$ cat config.mk
export PLATFORM = sky130hd
export DESIGN_NAME = mux_readout_seq
export DESIGN_NICKNAME = d
export VERILOG_FILES = /design/src/rtl/mrs_pkg.sv /design/src/rtl/mrs_timer.sv /design/src/rtl/mrs_step_ctr.sv /design/src/rtl/mux_readout_seq.sv
export SDC_FILE = /design/constraint.sdc
export NUM_CORES = 1
export LEC_CHECK = 0
export BUFFER_PORTS_ARGS = -buffer_cell sky130_fd_sc_hd__buf_2
export CAP_MARGIN = 20
export CORE_ASPECT_RATIO = 0.8
export CORE_UTILIZATION = 55
export DETAILED_ROUTE_END_ITERATION = 16
export MAX_ROUTING_LAYER = met4
export PLACE_DENSITY_LB_ADDON = 0.05
export SLEW_MARGIN = 10
export SYNTH_ARGS = -nofsm -noshare
export SYNTH_HDL_FRONTEND = slang
export SYNTH_SLANG_ARGS = --single-unit
$ cat constraint.sdc
create_clock -name clk -period 4.1 [get_ports clk]
set_clock_uncertainty 0.1 [all_clocks]
set_input_delay 0.205 -clock clk [delete_from_list [all_inputs] [get_ports clk]]
set_output_delay 0.205 -clock clk [all_outputs]
set_load 0.01 [all_outputs]
$ cat src/rtl/mrs_pkg.sv
package mrs_pkg;

    typedef enum logic [2:0] {
        ST_IDLE,
        ST_HOLD_FIRST,
        ST_RESET_PRE,
        ST_RESET_POST,
        ST_MUXCLK,
        ST_CONV,
        ST_WAIT_ADC,
        ST_DONE
    } seq_state_e;

endpackage

$ cat src/rtl/mrs_timer.sv
module mrs_timer #(
    parameter int TMR_W = 2
) (
    input  logic             clk,
    input  logic             rst_n,
    input  logic             load_i,
    input  logic [TMR_W-1:0] load_val_i,
    output logic             zero_o
);

    logic [TMR_W-1:0] cnt_q;

    always_ff @(posedge clk or negedge rst_n) begin
        if (!rst_n) begin
            cnt_q <= '0;
        end else if (load_i) begin
            cnt_q <= load_val_i;
        end else if (cnt_q != '0) begin
            cnt_q <= cnt_q - 1'b1;
        end
    end

    assign zero_o = (cnt_q == '0);

endmodule

$ cat src/rtl/mrs_step_ctr.sv
module mrs_step_ctr #(
    parameter int STEP_W = 5
) (
    input  logic              clk,
    input  logic              rst_n,
    input  logic              clr_i,
    input  logic              inc_i,
    input  logic [STEP_W-1:0] n_steps_i,
    output logic [STEP_W-1:0] step_o,
    output logic              last_o
);

    logic [STEP_W-1:0] step_q;

    always_ff @(posedge clk or negedge rst_n) begin
        if (!rst_n) begin
            step_q <= '0;
        end else if (clr_i) begin
            step_q <= '0;
        end else if (inc_i) begin
            step_q <= step_q + 1'b1;
        end
    end

    assign step_o = step_q;
    assign last_o = (step_q == n_steps_i - 1'b1);

endmodule

$ cat src/rtl/mux_readout_seq.sv
module mux_readout_seq
    import mrs_pkg::*;
#(
    parameter int DATA_W     = 12,
    parameter int NUM_CH     = 18,
    parameter int MUXCLK_CYC = 2,
    parameter int RST_CYC    = 3,
    parameter int IDX_W      = $clog2(NUM_CH)
) (
    input  logic              clk,
    input  logic              rst_n,
    input  logic              start_i,
    input  logic              cfg_extra_read_i,
    input  logic              cfg_reset_late_i,
    input  logic [DATA_W-1:0] adc_data_i,
    input  logic              adc_valid_i,
    output logic              mux_clk_o,
    output logic              mux_reset_o,
    output logic              hold_o,
    output logic              adc_conv_o,
    output logic [DATA_W-1:0] smp_data_o,
    output logic              smp_valid_o,
    output logic [IDX_W-1:0]  smp_idx_o,
    output logic              evt_done_o
);

    localparam int STEP_W  = $clog2(NUM_CH + 2);
    localparam int MAX_CYC = (RST_CYC > MUXCLK_CYC) ? RST_CYC : MUXCLK_CYC;
    localparam int TMR_W   = $clog2(MAX_CYC + 1);
    localparam logic [STEP_W-1:0] KEEP_LIM   = STEP_W'(NUM_CH);
    localparam logic [STEP_W-1:0] STEPS_BASE = STEP_W'(NUM_CH);
    localparam logic [STEP_W-1:0] STEPS_EXT  = STEP_W'(NUM_CH + 1);

    seq_state_e        state_q, state_d;
    logic              extra_q;
    logic              tmr_load, tmr_zero;
    logic [TMR_W-1:0]  tmr_val;
    logic [STEP_W-1:0] step, n_steps;
    logic              step_last, step_clr, step_inc, accept;
    logic [DATA_W-1:0] data_q;
    logic              valid_q;
    logic [IDX_W-1:0]  idx_q;

    // Configuration capture at the start strobe
    always_ff @(posedge clk or negedge rst_n) begin
        if (!rst_n) begin
            extra_q <= 1'b0;
        end else if (state_q == ST_IDLE && start_i) begin
            extra_q <= cfg_extra_read_i;
        end
    end

    assign n_steps = extra_q ? STEPS_EXT : STEPS_BASE;

    // State register
    always_ff @(posedge clk or negedge rst_n) begin
        if (!rst_n) begin
            state_q <= ST_IDLE;
        end else begin
            state_q <= state_d;
        end
    end

    // Next-state logic
    always_comb begin
        state_d = state_q;
        unique case (state_q)
            ST_IDLE:       if (start_i) state_d = cfg_reset_late_i ? ST_HOLD_FIRST : ST_RESET_PRE;
            ST_HOLD_FIRST: state_d = ST_RESET_POST;
            ST_RESET_PRE:  if (tmr_zero) state_d = ST_MUXCLK;
            ST_RESET_POST: if (tmr_zero) state_d = ST_MUXCLK;
            ST_MUXCLK:     if (tmr_zero) state_d = ST_CONV;
            ST_CONV:       state_d = ST_WAIT_ADC;
            ST_WAIT_ADC:   if (adc_valid_i) state_d = step_last ? ST_DONE : ST_MUXCLK;
            ST_DONE:       state_d = ST_IDLE;
            default:       state_d = ST_IDLE;
        endcase
    end

    // Moore outputs
    always_comb begin
        mux_clk_o   = 1'b0;
        mux_reset_o = 1'b0;
        hold_o      = 1'b0;
        adc_conv_o  = 1'b0;
        evt_done_o  = 1'b0;
        unique case (state_q)
            ST_IDLE:       ;
            ST_HOLD_FIRST: hold_o = 1'b1;
            ST_RESET_PRE:  mux_reset_o = 1'b1;
            ST_RESET_POST: begin mux_reset_o = 1'b1; hold_o = 1'b1; end
            ST_MUXCLK:     begin mux_clk_o = 1'b1; hold_o = 1'b1; end
            ST_CONV:       begin adc_conv_o = 1'b1; hold_o = 1'b1; end
            ST_WAIT_ADC:   hold_o = 1'b1;
            ST_DONE:       evt_done_o = 1'b1;
            default:       ;
        endcase
    end

    // Dwell timer: loaded on every state change
    always_comb begin
        unique case (state_d)
            ST_RESET_PRE, ST_RESET_POST: tmr_val = TMR_W'(RST_CYC - 1);
            ST_MUXCLK:                   tmr_val = TMR_W'(MUXCLK_CYC - 1);
            default:                     tmr_val = '0;
        endcase
    end

    assign tmr_load = (state_d != state_q);

    mrs_timer #(.TMR_W(TMR_W)) timer_i (
        .clk        (clk),
        .rst_n      (rst_n),
        .load_i     (tmr_load),
        .load_val_i (tmr_val),
        .zero_o     (tmr_zero)
    );

    assign accept   = (state_q == ST_WAIT_ADC) && adc_valid_i;
    assign step_clr = (state_q == ST_IDLE);
    assign step_inc = accept;

    mrs_step_ctr #(.STEP_W(STEP_W)) steps_i (
        .clk       (clk),
        .rst_n     (rst_n),
        .clr_i     (step_clr),
        .inc_i     (step_inc),
        .n_steps_i (n_steps),
        .step_o    (step),
        .last_o    (step_last)
    );

    // Sample forwarding; the dummy step is masked
    always_ff @(posedge clk or negedge rst_n) begin
        if (!rst_n) begin
            valid_q <= 1'b0;
            data_q  <= '0;
            idx_q   <= '0;
        end else begin
            valid_q <= 1'b0;
            if (accept && step < KEEP_LIM) begin
                valid_q <= 1'b1;
                data_q  <= adc_data_i;
                idx_q   <= IDX_W'(step);
            end
        end
    end

    assign smp_valid_o = valid_q;
    assign smp_data_o  = data_q;
    assign smp_idx_o   = idx_q;

endmodule

==> results of run 1 <==
## synthesized netlist by cell type (3+ instances only)
cell	count	area (um2)
nand2_1	10	37.5
dfrtp_1	29	726
a21oi_1	4	20.0
nor2_1	12	45.0
xor2_1	3	26.3
o211ai_1	4	30.0
mux2_2	8	90.1
inv_1	5	18.8
nor2b_1	3	18.8
mux2_4	9	135
## final cells by class
class                      instances  area (um2)  share of cell area
clock inverter                     1        30.0              0.0169
multi-input combinational         86         657               0.371
inverter                           5        18.8              0.0106
sequential                        29         726               0.410
timing repair buffer              44         240               0.136
tap                               36        45.0              0.0254
clock buffer                       7        55.1              0.0311
## final timing paths
check	startpoint	endpoint	slack [ns]	cells past startpoint
worst max-delay path	timer_i.cnt_q[0]$_DFFE_PN0P_	timer_i.cnt_q[0]$_DFFE_PN0P_	2.22	6
worst min-delay path	adc_data_i[6]	smp_data_o[6]$_DFFE_PN0P_	0.01	2
worst max register to register	timer_i.cnt_q[0]$_DFFE_PN0P_	timer_i.cnt_q[0]$_DFFE_PN0P_	2.22	6
worst min register to register	smp_idx_o[4]$_DFFE_PN0P_	smp_idx_o[4]$_DFFE_PN0P_	0.40	1
max in group asynchronous	rst_n	state_q[2]$_DFF_PN0_	3.15	2
min in group asynchronous	rst_n	timer_i.cnt_q[0]$_DFFE_PN0P_	0.34	2
## logic make-up (layout without fill, tap and decap cells)
kind of cell	after synthesis	in the layout
AO/OA/AOI/OAI	20	20
XOR/XNOR	4	4
adder cells (fa/ha/maj)	2	2
buffers and inverters	11	57
flip-flops	29	29
multiplexers	17	17
AND/OR/NAND/NOR	43	43
## state kept, by name, summed over array words and instances (netlist names)
name	count
smp_valid_o	1
extra_q	1
state_q	3
timer_i.cnt_q	2
smp_idx_o	5
smp_data_o	12
steps_i.step_o	5
## worst reg2reg max path: stages, from the launching register on
cell      delay (ns)
dfrtp_1         0.37
inv_1           0.05
ha_1            0.30
or3b_2          0.47
o211ai_1        0.16
o211ai_1        0.14
o221ai_1        0.20
## what timing repair did
action | in CTS | in global routing
hold endpoints to repair | 29 | 3
resized for setup | 0 | 0
buffers inserted | 0 | 0
hold buffers | 1 | 3
## power breakdown
| part | internal, mW | total (mW) | switching [mW] |
|---|---|---|---|
| clock network | 0.146 | 0.243 | 0.0972 |
| logic | 0.291 | 0.577 | 0.286 |
| registers | 0.405 | 0.511 | 0.106 |
| total | 0.842 | 1.33 | 0.489 |
## metrics by stage
step           instances  worst slack (ns)  hold slack, ns  utilization
5_1_grt              208              2.06         0.00641        0.714
3_5_place_dp         196              2.27           0.156        0.663
3_3_place_gp         196              2.31           0.157        0.663
4_1_cts              205              2.25         0.00984        0.702
6_report             208              2.22          0.0118        0.714
2_1_floorplan        126              2.37          -0.191            -
## routing by layer
layer / vias to the layer above / part of all wire / global-route usage / wire, um
li1: 540 / - / - / -
met1: 540 / 0.46 / 0.276 / 1310
met2: 64 / 0.47 / 0.330 / 1320
met3: 0 / 0.070 / 0.0649 / 199
met4: 0 / 0 / 0.0667 / 0
met5: - / 0 / - / 0
==> out/results.txt, run 1 <==
Total wire length: 2830 um
Register area share after synthesis: 0.500
# fillers: 187
H-Tree Depth: 2
Crit Path Class: register to register
Fin. Hold Viols: 0
CTS tree: built
PwrDens: 751 nW/um2
Largest family of logic cells by synthesized area: simple AND/OR/NAND/NOR gates
Initial DRT Pass Iterations: 4
Tot GR Track Use: 0.215
CP required: 4.23 ns
Mux contribution to synthesized area: 0.155
Antenna Violating Nets Remaining: 0
Fraction of registers with async set/reset: 1.00
Ys Warns: 0
Slowest stage cell, crit path: or3b_2
Drc violations: 0
Routability cong.: 0.884
GR Overflow Total: 0
Post-synthesis xor/xnor area fraction: 0.0241
Via/cell ratio: 5.50
Lkg Pwr: 0.893 nW
Most frequent cells in the layout: buf_2, dfrtp_1, nor2_1, nand2_1, mux2_4
Antenna violations before repair: 0
Clk_lat worst skew: 0.31 ns
Synth Area in Compound Gates: 0.0965
Post-Syn Area: 1450 um2
Root buffer cell: clkbuf_4
Synth Area in Adders: 0.0172
Data arrival, critical path: 2.01 ns
DIE WIDTH: 59.5 um
Row count: 16
Share of layout cells above drive strength 1: 0.413
Status: finished, final reports clean
Crit-path max cell delay: 0.47 ns
Min Tclk post-route: 1.88 ns
Actual slew at the worst max-slew pin: 0.619 ns
DIE AREA: 2850 um2
Die Y: 48.0 um
Cell family with most CP delay: compound AO/OA/AOI/OAI gates
Commonest non-fill, non-tap cell in the layout: buf_2
CP Max Fanout: 9
Area post-placement: 1650 um2
Nets: 191
Critical Path Sink Type: register
Final worst path period share: 0.458
Design Area, Final: 1770 um2
Max VDD drop: 456 uV
CP most frequent cell: o211ai_1
Post-synth top flop: dfrtp_1
Dpl hpwl: 1930 um
Mapped Cells: 126
EDFF count, synth: 0
Worst slew margin: 0.587
CTS Buf Count: 5
Buffers and inverters on the worst path: 1
Clock buffer depth: 2
Final Max Slew Viols: 0
Starting Density: 0.585
Max Freq: 532 MHz
Area growth syn-to-layout: 22.0%
Count of input and output buffers: 40
Cell Chain, Critical Path: inv_1, ha_1, or3b_2, o211ai_1, o211ai_1, o221ai_1
Avg WL per Cell: 13.6 um
Syn nets: 146
Max-Cap Viols: 0
Largest net degree at the start of global routing: 30
Netlist cell types: 40
Clk sinks: 29
ANT cells: 0
RSZ-0062 raised after global routing: false
Routed via count: 1144
Clock-pin slew on the worst setup and hold paths: 0.09 ns
Worst min path class: input port to register
CP startpoint kind: register
Total power draw: 1.33 mW
Setup TNS: 0 ns
Flops & latches, synth: 29
First-pass GRT wire length: 4150 um
DRT iter0 DRCs: 49
Final setup viols: 0
Number of global-route vias before repair: 946
Syn avg cell area: 11.5 um2
Core footprint: 2480 um2
Top Ports: 41
Synth Area in Simple Gates: 0.159
No activity file was read; power rests on OpenSTA's default activity.
==> inputs of run 2 (changes only) <==
--- a/config.mk
+++ b/config.mk
@@ -8,7 +8,7 @@
 export BUFFER_PORTS_ARGS = -buffer_cell sky130_fd_sc_hd__buf_2
 export CAP_MARGIN = 20
 export CORE_ASPECT_RATIO = 0.8
-export CORE_UTILIZATION = 55
+export CORE_UTILIZATION = 51
 export DETAILED_ROUTE_END_ITERATION = 16
 export MAX_ROUTING_LAYER = met4
 export PLACE_DENSITY_LB_ADDON = 0.05
==> constraint.sdc (replaced) <==
create_clock -name clk -period 1.9 [get_ports clk]
set_clock_uncertainty 0.1 [all_clocks]
set_input_delay 0.095 -clock clk [delete_from_list [all_inputs] [get_ports clk]]
set_output_delay 0.095 -clock clk [all_outputs]
set_load 0.01 [all_outputs]
==> out/results.txt, run 2 (synthesized netlist as in run 1, its figures left out) <==
Root buffer cell: clkbuf_4
R2R Setup Slk: 0.15 ns (-2.07 ns)
Initial DRT Pass Iterations: 4 (unchanged)
Data arrival, critical path: 1.86 ns (-0.15 ns)
Count of input and output buffers: 40 (unchanged)
R2R Path End: smp_data_o[9]$_DFFE_PN0P_
Critical Path Sink Type: register
Drc violations: 0 (unchanged)
Total wire length: 2990 um (+5.6%)
Crit Path Class: register to register
CTS Buf Count: 5 (unchanged)
Avg WL per Cell: 13.4 um (-1.5%)
Max Freq: 572 MHz (+7.5%)
Worst min path class: input port to register
Final hold slack: 0.0290 ns (+0.0172 ns)
Via/cell ratio: 5.18 (-5.8%)
Status: finished, final reports clean
Row count: 16 (unchanged)
CP Max Fanout: 17 (+8)
Nets: 206 (+7.9%)
Lkg Pwr: 0.945 nW (+5.8%)
Core footprint: 2560 um2 (+3.2%)
Starting Density: 0.567 (-0.0183)
Antenna Violating Nets Remaining: 0 (unchanged)
CTS tree: built
CP startpoint kind: register
WHS Path Cells: 3 (+1)
Max-Cap Viols: 0 (unchanged)
DIE AREA: 3070 um2 (+7.5%)
Top Ports: 41 (unchanged)
CP required: 2.01 ns (-2.22 ns)
Dpl hpwl: 2140 um (+11%)
Clock-pin slew on the worst setup and hold paths: 0.09 ns (about the same)
RSZ-0062 raised after global routing: false
Routed via count: 1155 (+0.96%)
Hold path start: start_i
Min Tclk post-route: 1.75 ns (-0.132 ns)
Die Y: 49.7 um (+3.7%)
Routability cong.: 0.963 (+8.9%)
Source of the worst register-to-register timing path: steps_i.step_o[1]$_DFFE_PN0P_
Clock buffer depth: 2 (unchanged)
Max FFs per register: 12 (unchanged)
Worst slew margin: 0.584 (-0.00253)
Final worst path period share: 0.920 (+0.462)
Actual slew at the worst max-slew pin: 0.623 ns (+0.00379 ns)
R2R depth: 4 (-2)
DIE WIDTH: 61.7 um (+3.7%)
Area growth syn-to-layout: 29.4%
Worst Hold End: extra_q$_DFFE_PN0P_
Tot GR Track Use: 0.236 (+0.0208)
Most frequent cells in the layout: buf_2, dfrtp_1, dlygate4sd3_1, nor2_1, nand2_1
Antenna violations before repair: 0 (unchanged)
Final setup viols: 0 (unchanged)
Share of layout cells above drive strength 1: 0.412 (-0.00103)
DRT iter0 DRCs: 46 (-6.1%)
Fin. Hold Viols: 0 (unchanged)
ANT cells: 0 (unchanged)
Clk_lat worst skew: 0.31 ns (about the same)
Final Max Slew Viols: 0 (unchanged)
First-pass GRT wire length: 5040 um (+21%)
Clk sinks: 29 (unchanged)
PwrDens: 1480 nW/um2 (+97%)
H-Tree Depth: 2 (unchanged)
Largest net degree at the start of global routing: 30 (unchanged)
# fillers: 202 (+8.0%)
Setup TNS: 0 ns (unchanged)
Commonest non-fill, non-tap cell in the layout: buf_2
Setup Fix Bufs, Post-CTS: 0 (unchanged)
Number of global-route vias before repair: 1066 (+13%)
GR Overflow Total: 0 (unchanged)
Max VDD drop: 878 uV (+92%)
[run 2: cell type report]
class	count	area (um2)	share of cell area
repair buffers	59	378	0.201
clock buffers	5	37.5	0.0200
well taps	36	45.0	0.0240
multi-input cells	86	657	0.350
inverters	5	18.8	0.00999
flip-flops and latches	29	726	0.386
clock inverters	3	17.5	0.00932
[run 2: through the flow]
step                total power [mW]  setup WS [ns]   util  std cells  area (um2)
floorplan                       1.98          0.168      -        126        1450
global placement                2.38          0.180  0.657        201        1680
detailed placement              2.42          0.185  0.657        201        1680
CTS                             2.79          0.172  0.733        223        1880
global route                    3.01         0.0474  0.733        223        1880
finish                          2.78          0.152  0.733        223        1880
[run 2: report_power, final]
| part | internal, mW | switching, mW | total (mW) |
|---|---|---|---|
| Sequential | 0.875 | 0.213 | 1.09 |
| Combinational | 0.691 | 0.653 | 1.34 |
| Clock | 0.139 | 0.208 | 0.347 |
[run 2: critical path, stage by stage (launching register included)]
cell and delay (ns):
dfrtp_1 0.46, or3_1 0.44, nand2_2 0.11, nand2_4 0.17
mux2_4 0.35
[run 2: how the worst max path moves through the flow]
stage | depth (start not counted) | endpoint | slack (ns) | start
2_1_floorplan | 7 | timer_i.cnt_q[0]$_DFFE_PN0P_ | 0.17 | timer_i.cnt_q[0]$_DFFE_PN0P_
3_3_place_gp | 4 | smp_data_o[1]$_DFFE_PN0P_ | 0.18 | steps_i.step_o[1]$_DFFE_PN0P_
5_1_grt | 7 | timer_i.cnt_q[0]$_DFFE_PN0P_ | 0.05 | timer_i.cnt_q[0]$_DFFE_PN0P_
4_1_cts | 4 | smp_data_o[9]$_DFFE_PN0P_ | 0.17 | steps_i.step_o[1]$_DFFE_PN0P_
3_5_place_dp | 4 | smp_data_o[9]$_DFFE_PN0P_ | 0.18 | steps_i.step_o[1]$_DFFE_PN0P_
6_report | 4 | smp_data_o[9]$_DFFE_PN0P_ | 0.15 | steps_i.step_o[1]$_DFFE_PN0P_
[run 2: routing by layer]
metal | part of all wire | GRT usage | vias to the layer above
met2 | 0.45 | 0.314 | 45
li1 | - | - | 569
met1 | 0.48 | 0.343 | 539
met4 | 0.0064 | 0.0963 | 0
met3 | 0.072 | 0.0577 | 2
met5 | 0 | - | -
[run 2: what timing repair did]
item                      CTS  global route
hold buffers               14             0
resized for setup           0             0
hold endpoints to repair   42             0
